==> config.mk <==
export PLATFORM = sky130hd
export DESIGN_NAME = ser_ctl_rx
export DESIGN_NICKNAME = d
export VERILOG_FILES = /design/src/rtl/ser_ctl_pkg.sv /design/src/rtl/ser_ctl_sync.sv /design/src/rtl/ser_ctl_edge.sv /design/src/rtl/ser_ctl_shift.sv /design/src/rtl/ser_ctl_fsm.sv /design/src/rtl/ser_ctl_rx.sv
export SDC_FILE = /design/constraint.sdc
export NUM_CORES = 1
export LEC_CHECK = 0
export ABC_CLOCK_PERIOD_IN_PS = 1790
export CAP_MARGIN = 20
export CORE_MARGIN = 2
export CORE_UTILIZATION = 53
export DETAILED_ROUTE_END_ITERATION = 8
export HOLD_SLACK_MARGIN = 0.08
export PLACE_DENSITY = 0.85
export SYNTH_ARGS = -nofsm -noshare
export SYNTH_HDL_FRONTEND = slang
export SYNTH_SLANG_ARGS = --single-unit
==> constraint.sdc <==
create_clock -name clk -period 1.79 [get_ports clk]
set_input_delay 0.179 -clock clk [delete_from_list [all_inputs] [get_ports clk]]
set_output_delay 0.179 -clock clk [all_outputs]
set_load 0.1 [all_outputs]
==> src/rtl/ser_ctl_pkg.sv <==
package ser_ctl_pkg;

    typedef enum logic [1:0] {
        RX_IDLE  = 2'd0,
        RX_SHIFT = 2'd1,
        RX_FULL  = 2'd2
    } rx_state_e;

    // lane positions inside the synchronizer vector
    localparam int LN_CLK   = 0;
    localparam int LN_DAT   = 1;
    localparam int LN_EN    = 2;
    localparam int LN_COUNT = 3;

    typedef struct packed {
        logic sclk_rise;
        logic en_rise;
        logic en_fall;
    } link_ev_t;

endpackage

==> src/rtl/ser_ctl_sync.sv <==
module ser_ctl_sync #(
    parameter int LANES  = 3,
    parameter int STAGES = 2
) (
    input  logic             clk,
    input  logic             rst,
    input  logic [LANES-1:0] pin_i,
    output logic [LANES-1:0] lvl_o
);

    genvar g;
    generate
        for (g = 0; g < LANES; g++) begin : g_lane
            logic [STAGES-1:0] chain;

            always_ff @(posedge clk) begin
                if (rst) begin
                    chain <= '0;
                end else begin
                    chain <= {chain[STAGES-2:0], pin_i[g]};
                end
            end

            assign lvl_o[g] = chain[STAGES-1];
        end
    endgenerate

endmodule

==> src/rtl/ser_ctl_edge.sv <==
module ser_ctl_edge
    import ser_ctl_pkg::*;
(
    input  logic     clk,
    input  logic     rst,
    input  logic     sclk_lvl_i,
    input  logic     en_lvl_i,
    output link_ev_t ev_o
);

    logic sclk_q;
    logic en_q;

    always_ff @(posedge clk) begin
        if (rst) begin
            sclk_q <= 1'b0;
            en_q   <= 1'b0;
        end else begin
            sclk_q <= sclk_lvl_i;
            en_q   <= en_lvl_i;
        end
    end

    always_comb begin
        ev_o.sclk_rise = sclk_lvl_i & ~sclk_q;
        ev_o.en_rise   = en_lvl_i & ~en_q;
        ev_o.en_fall   = ~en_lvl_i & en_q;
    end

endmodule

==> src/rtl/ser_ctl_shift.sv <==
module ser_ctl_shift #(
    parameter int WORD_W = 8,
    parameter int CNT_W  = $clog2(WORD_W + 1)
) (
    input  logic              clk,
    input  logic              rst,
    input  logic              restart_i,
    input  logic              take_i,
    input  logic              bit_i,
    output logic [WORD_W-1:0] next_o,
    output logic [CNT_W-1:0]  cnt_o,
    output logic              last_o
);

    localparam logic [CNT_W-1:0] CNT_FULL = CNT_W'(WORD_W);
    localparam logic [CNT_W-1:0] CNT_LAST = CNT_W'(WORD_W - 1);

    logic [WORD_W-1:0] sh_q;
    logic [CNT_W-1:0]  cnt_q;
    logic              full;
    logic              step;

    assign full = (cnt_q == CNT_FULL);
    assign step = take_i & ~full;

    // right shift: after WORD_W steps the first bit sits in bit 0
    always_comb begin
        if (step) begin
            next_o = {bit_i, sh_q[WORD_W-1:1]};
        end else begin
            next_o = sh_q;
        end
    end

    always_ff @(posedge clk) begin
        if (rst) begin
            sh_q  <= '0;
            cnt_q <= '0;
        end else if (restart_i) begin
            cnt_q <= '0;
        end else if (step) begin
            sh_q  <= next_o;
            cnt_q <= cnt_q + 1'b1;
        end
    end

    assign cnt_o  = cnt_q;
    assign last_o = (cnt_q == CNT_LAST);

endmodule

==> src/rtl/ser_ctl_fsm.sv <==
module ser_ctl_fsm
    import ser_ctl_pkg::*;
#(
    parameter int WORD_W = 8
) (
    input  logic              clk,
    input  logic              rst,
    input  link_ev_t          ev_i,
    input  logic              last_i,
    input  logic [WORD_W-1:0] word_next_i,
    output logic              restart_o,
    output logic              take_o,
    output rx_state_e         state_o,
    output logic [WORD_W-1:0] word_o,
    output logic              vld_o,
    output logic              abort_o
);

    rx_state_e state_q;
    rx_state_e state_d;
    logic      fill;
    logic      commit;
    logic      drop;

    assign fill = ev_i.sclk_rise & last_i;

    always_comb begin
        state_d = state_q;
        commit  = 1'b0;
        drop    = 1'b0;
        unique case (state_q)
            RX_IDLE: begin
                if (ev_i.en_rise) begin
                    state_d = RX_SHIFT;           // open
                end
            end
            RX_SHIFT: begin
                if (ev_i.en_fall) begin
                    state_d = RX_IDLE;
                    if (fill) begin
                        commit = 1'b1;            // commit, same cycle as fill
                    end else begin
                        drop = 1'b1;              // drop
                    end
                end else if (fill) begin
                    state_d = RX_FULL;            // fill
                end
            end
            RX_FULL: begin
                if (ev_i.en_fall) begin
                    state_d = RX_IDLE;            // commit
                    commit  = 1'b1;
                end
            end
            default: begin
                state_d = RX_IDLE;
            end
        endcase
    end

    always_ff @(posedge clk) begin
        if (rst) begin
            state_q <= RX_IDLE;
        end else begin
            state_q <= state_d;
        end
    end

    always_ff @(posedge clk) begin
        if (rst) begin
            word_o  <= '0;
            vld_o   <= 1'b0;
            abort_o <= 1'b0;
        end else begin
            vld_o   <= commit;
            abort_o <= drop;
            if (commit) begin
                word_o <= word_next_i;
            end
        end
    end

    assign restart_o = (state_q == RX_IDLE) & ev_i.en_rise;
    assign take_o    = (state_q != RX_IDLE) & ev_i.sclk_rise;
    assign state_o   = state_q;

endmodule

==> src/rtl/ser_ctl_rx.sv <==
module ser_ctl_rx
    import ser_ctl_pkg::*;
#(
    parameter int WORD_W      = 8,
    parameter int SYNC_STAGES = 2
) (
    input  logic              clk,
    input  logic              rst,
    input  logic              ser_clk_i,
    input  logic              ser_dat_i,
    input  logic              ser_en_i,
    output logic [WORD_W-1:0] word_o,
    output logic              word_vld_o,
    output logic              frame_abort_o
);

    localparam int CNT_W = $clog2(WORD_W + 1);

    logic [LN_COUNT-1:0] pins;
    logic [LN_COUNT-1:0] lvl;
    link_ev_t            ev;
    logic                restart;
    logic                take;
    logic                last_bit;
    logic [WORD_W-1:0]   word_next;
    logic [CNT_W-1:0]    bit_cnt;
    rx_state_e           state;

    always_comb begin
        pins         = '0;
        pins[LN_CLK] = ser_clk_i;
        pins[LN_DAT] = ser_dat_i;
        pins[LN_EN]  = ser_en_i;
    end

    ser_ctl_sync #(
        .LANES (LN_COUNT),
        .STAGES(SYNC_STAGES)
    ) u_sync (
        .clk  (clk),
        .rst  (rst),
        .pin_i(pins),
        .lvl_o(lvl)
    );

    ser_ctl_edge u_edge (
        .clk       (clk),
        .rst       (rst),
        .sclk_lvl_i(lvl[LN_CLK]),
        .en_lvl_i  (lvl[LN_EN]),
        .ev_o      (ev)
    );

    ser_ctl_shift #(
        .WORD_W(WORD_W),
        .CNT_W (CNT_W)
    ) u_shift (
        .clk      (clk),
        .rst      (rst),
        .restart_i(restart),
        .take_i   (take),
        .bit_i    (lvl[LN_DAT]),
        .next_o   (word_next),
        .cnt_o    (bit_cnt),
        .last_o   (last_bit)
    );

    ser_ctl_fsm #(
        .WORD_W(WORD_W)
    ) u_fsm (
        .clk        (clk),
        .rst        (rst),
        .ev_i       (ev),
        .last_i     (last_bit),
        .word_next_i(word_next),
        .restart_o  (restart),
        .take_o     (take),
        .state_o    (state),
        .word_o     (word_o),
        .vld_o      (word_vld_o),
        .abort_o    (frame_abort_o)
    );

endmodule

* Yosys cells after proc, flatten, opt, wreduce, memory -nomap -nowiden *
Index checks and enable logic that the tools add are counted.

storage, ports and cells
  bits in registers = 32
  input bits = 5
  output and inout bits = 10
  word-level logic and storage cells = 50

operators by class
  add/subtract/negate cells = 1
  equal/unequal tests = 7
  multiplexer cells = 11
  bitwise logic cells = 14
  reductions and logical operators = 6

operators by type and width
  operator               number
  $mux W2                4
  $mux W8                1
  $and A1 B1 Y1          7
  $not A1 Y1             7
  $pmux W2 S3            1
  $add A4 B1 Y4 const B  1
  $eq A4 B3 Y1 const B   1
  $eq A4 B4 Y1 const B   1
  $mux W1                4
  $ne A3 B2 Y1 const B   1
  $reduce_and A3 Y1      1
  $reduce_or A3 Y1       1
  $eq A2 B1 Y1 const B   1
  $eq A2 B2 Y1 const B   1
  $logic_not A2 Y1       1
  $ne A2 B1 Y1 const B   1
  $ne A2 B2 Y1 const B   1
  $pmux W1 S2            1
  $reduce_and A2 Y1      1
  $reduce_bool A2 Y1     1
  $reduce_or A2 Y1       1

* Logic depth before layout (Yosys ltp) *
  word-level depth = 6
  gate-level depth with buffers = 7
  mapped depth without buffers = 6

* By module *
A second synthesis with hierarchy kept.

unflattened totals
  cell total of the unflattened synthesis = 136
  area, all modules = 1,481.4 µm²

by module, submodules not included
  module         times used  cells each  area each (µm²)  sequential area each (µm²)
  ser_ctl_shift  1           65          716.9            240.2
  ser_ctl_fsm    1           49          513.0            240.2
  ser_ctl_sync   1           15          180.2            120.1
  ser_ctl_edge   1           7           71.3             40.0

* Least setup slack after synthesis *
OpenSTA, ideal clock, no wires.

  path kind = reg2reg
  start = register u_fsm.state_q[0], in the netlist u_fsm.state_o[0]
  end = register u_fsm.word_o[0]
  library setup time = 0.079 ns
  arrival = 1.531 ns
  required time = 1.711 ns
  path slack = 0.179 ns
  stages on the path, launching flop included = 8
  path buffers = 1
  clock period less this slack = 1.611 ns
  cell sequence = dfxtp_1 -> inv_1 -> ha_1 -> nand4b_1 -> o31ai_4 -> buf_6 -> nor2_2 -> a211oi_2

on the way
  longest elaborated chain between the ends = 4
  elaborated cells on any way between the ends = 7
  classes of those cells = eq/ne: 2; mux: 2; bitwise: 2; reduce/logical: 1

RTL lines
  element                   line                 source
  start: declaration        ser_ctl_fsm.sv:19    rx_state_e state_q;
  start signal: assignment  ser_ctl_fsm.sv:65    state_q <= state_d;
  $reduce_bool A2 Y1        ser_ctl_fsm.sv:84    assign take_o = (state_q != RX_IDLE) & ev_i.sclk_rise;
  $and A1 B1 Y1             ser_ctl_fsm.sv:84
  $and A1 B1 Y1             ser_ctl_shift.sv:24  assign step = take_i & ~full;
  $mux W8                   ser_ctl_shift.sv:28  if (step) begin
  end signal: assignment    ser_ctl_fsm.sv:78    word_o <= word_next_i;
  end: declaration          ser_ctl_fsm.sv:14    output logic [WORD_W-1:0] word_o,

Several ways; a longest one is shown, not always the timed one.
A chain may end at the register's enable or synchronous reset.

* Worst setup path after layout *
  start = register u_fsm.state_q[0], in the netlist u_fsm.state_o[0]
  end = register u_fsm.word_o[7]

Same word-level chain as after synthesis.

==> results.tsv <==
metric	value	unit
crit end category	flop	
GR Overflow Total	0	
Slew @ Worst Pin	0.393	ns
I/O pin total	15	
biggest area consumer among synthesized cells	dfxtp_1	
DR vias/cell	5.45	
H-tree levels	2	
Hold Crit Depth	2	
number of buffers added on ports	14	
fillcell total	179	
Yosys top cell area share	0.506	
initial antenna violation count	0	
total number of vias	954	
Die H	52.9	um
Routed WL	2280	um
ANT cells	0	
placed instance count	167	
Max-Cap Viols	0	
first drt pass iteration count	4	
Unique masters post-synth	30	
minimum clock period	1.65	ns
Hold Path Class	primary input to flop	
total global-route track usage	0.197	
Die Wd	52.9	um
CP required	2.04	ns
fmax	605	MHz
Skew-Pair Late Insertion Delay	0.33	ns
syn_nets	136	
Synth area leaders	dfxtp_1, mux2i_1, nor2_1	
root buf cell	clkbuf_4	
post-synthesis sequential area ratio	0.506	
most frequent cells in the layout	dfxtp_1, nor2_1, buf_4	
Worst Path Class, Setup	flop to flop	
vias in the first global route	918	
hold slack final	0.399	ns
final worst path period share	0.924	
initial cell density of the core	0.567	
Residual DRC	0	
r2r worst-path depth	7	
Final ANT Viol Nets	0	
LEAKAGE	0.000625	uW
status	completed	
Yosys reg bits	32	
WL per Instance	13.0	um
CTS buffer count	5	
Peak VDD IR	0.000544	V
setup repair bufs after CTS	0	
Area Overhead vs Synth	18.8	%
Synth Instances	126	
Final Max Tran Viols	0	
core area	0.00223	mm^2
Ys Warns	0	
# rows	17	
worst-path fanout max	17	
Hold Vio Cnt, Final	0	
Post-Place Worst Slack	0.0422	ns
clk slew on worst S/H paths	0.10	ns
Finished Layout Cells	175	
CP arrival	1.91	ns
cell area after synthesis	0.00127	mm^2
total power	1210	uW
fraction of layout cells with a size suffix above 1	0.184	
largest net degree at the start of global routing	20	
worst clock skew	0.00684	ns
pwr/cell area	803	mW/mm^2
CP startpoint kind	flop	
syn avg cell area	10.0	um^2
die area	0.00280	mm^2
commonest non-fill, non-tap cell in the layout	dfxtp_1	
CTS tree	built	
detailed placer's ending HPWL	1550	um
Worst R2R Setup Slack	0.14	ns
Clock Tree Buf Depth	2	
Final GP Congestion	0.845	
CTS Sinks	32	
final worst slack	0.136	ns
first-pass GRT wire length	3850	um
final net count	156	
hold_buf cts	0	
Slew HR	0.737	
DR iter-0 viols	5	
number of endpoints failing setup at the final stage	0	
## layer usage
| metal | up-vias | wire, um | global-route usage |
|---|---|---|---|
| met1 | 458 | 1010 | 0.236 |
| met4 | 0 | 53 | 0.132 |
| met5 | - | 0 | 0 |
| met3 | 7 | 95 | 0.0621 |
| met2 | 22 | 1120 | 0.300 |
| li1 | 467 | - | - |
## report_power, final
part / internal (uW) / total (uW) / leakage, uW / switching [uW]
clock: 192 / 432 / 0.0000315 / 240
combinational: 24.1 / 50.9 / 0.000335 / 26.7
sequential: 720 / 726 / 0.000259 / 5.26
total: 937 / 1210 / 0.000625 / 272
## metrics by stage
stage / area (um^2) / setup TNS, ns / utilization
floorplan: 1270 / 0 / -
global placement: 1430 / 0 / 0.640
detailed placement: 1430 / 0 / 0.640
CTS: 1490 / 0 / 0.668
global route: 1500 / -0.00629 / 0.673
finish: 1500 / 0 / 0.673
## critical path, cell delays in order, from the launching register on
cell,delay [ns]
dfxtp_1,0.37
inv_1,0.07
ha_2,0.32
nand4b_1,0.15
o31ai_4,0.24
buf_12,0.18
nor2_1,0.05
a211oi_1,0.20
## Yosys cell counts
cell	count
dfxtp_1	32
nor2_1	21
nor2b_1	10
mux2i_1	9
a211oi_1	8
inv_1	6
ha_1	5
a21oi_1	3
clkbuf_1	3
nor3b_1	3
o21ai_0	3
nand2_1	2
nand2b_1	2
nand4b_1	2
or3_1	2
a211oi_2	1
and3b_1	1
buf_4	1
buf_6	1
nand3_1	1
nand3b_1	1
nand4_1	1
nor2_2	1
nor4bb_1	1
o21ai_1	1
o21bai_1	1
o221ai_1	1
o31ai_4	1
xnor2_1	1
xor2_1	1
## final timing paths
| kind | start | end |
|---|---|---|
| hold reg to reg | u_sync.g_lane[0].chain[0] | u_sync.g_lane[0].chain[1] |
| setup / recovery | u_fsm.state_o[0] | u_fsm.word_o[7] |
| hold / removal | ser_clk_i | u_sync.g_lane[0].chain[0] |
| setup reg to reg | u_fsm.state_o[0] | u_fsm.word_o[7] |
## sequential cells by signal, indices dropped and copies added (netlist names)
register / flops
u_fsm.abort_o: 1
u_fsm.word_o: 8
u_edge.en_q: 1
u_sync.g_lane.chain: 6
u_fsm.vld_o: 1
u_edge.sclk_q: 1
u_shift.sh_q: 8
u_fsm.state_o: 2
u_shift.cnt_o: 4
## layout make-up
cell class,instances,area (um^2),area share
Clock buffer,7,55.1,0.0366
Clock inverter,1,7.51,0.00499
Inverter,6,22.5,0.0150
Multi-Input combinational cell,83,586,0.389
Sequential cell,32,641,0.426
Tap cell,28,35.0,0.0233
Timing Repair Buffer,18,158,0.105
## repair_timing
item                                   in CTS  in global routing
setup endpoints to repair                   0                 15
endpoints found under the hold margin       0                  0
resized for setup                           0                  3
## logic make-up after synthesis
group | synth area share
DFF | 0.506
muxes | 0.0711
AOI/OAI and AO/OA | 0.115
buffers and inverters | 0.0415
xor gates and xnor gates | 0.0138
and+or+nand+nor | 0.204
adders and majority gates | 0.0494
No activity file was read; power rests on OpenSTA's default activity.
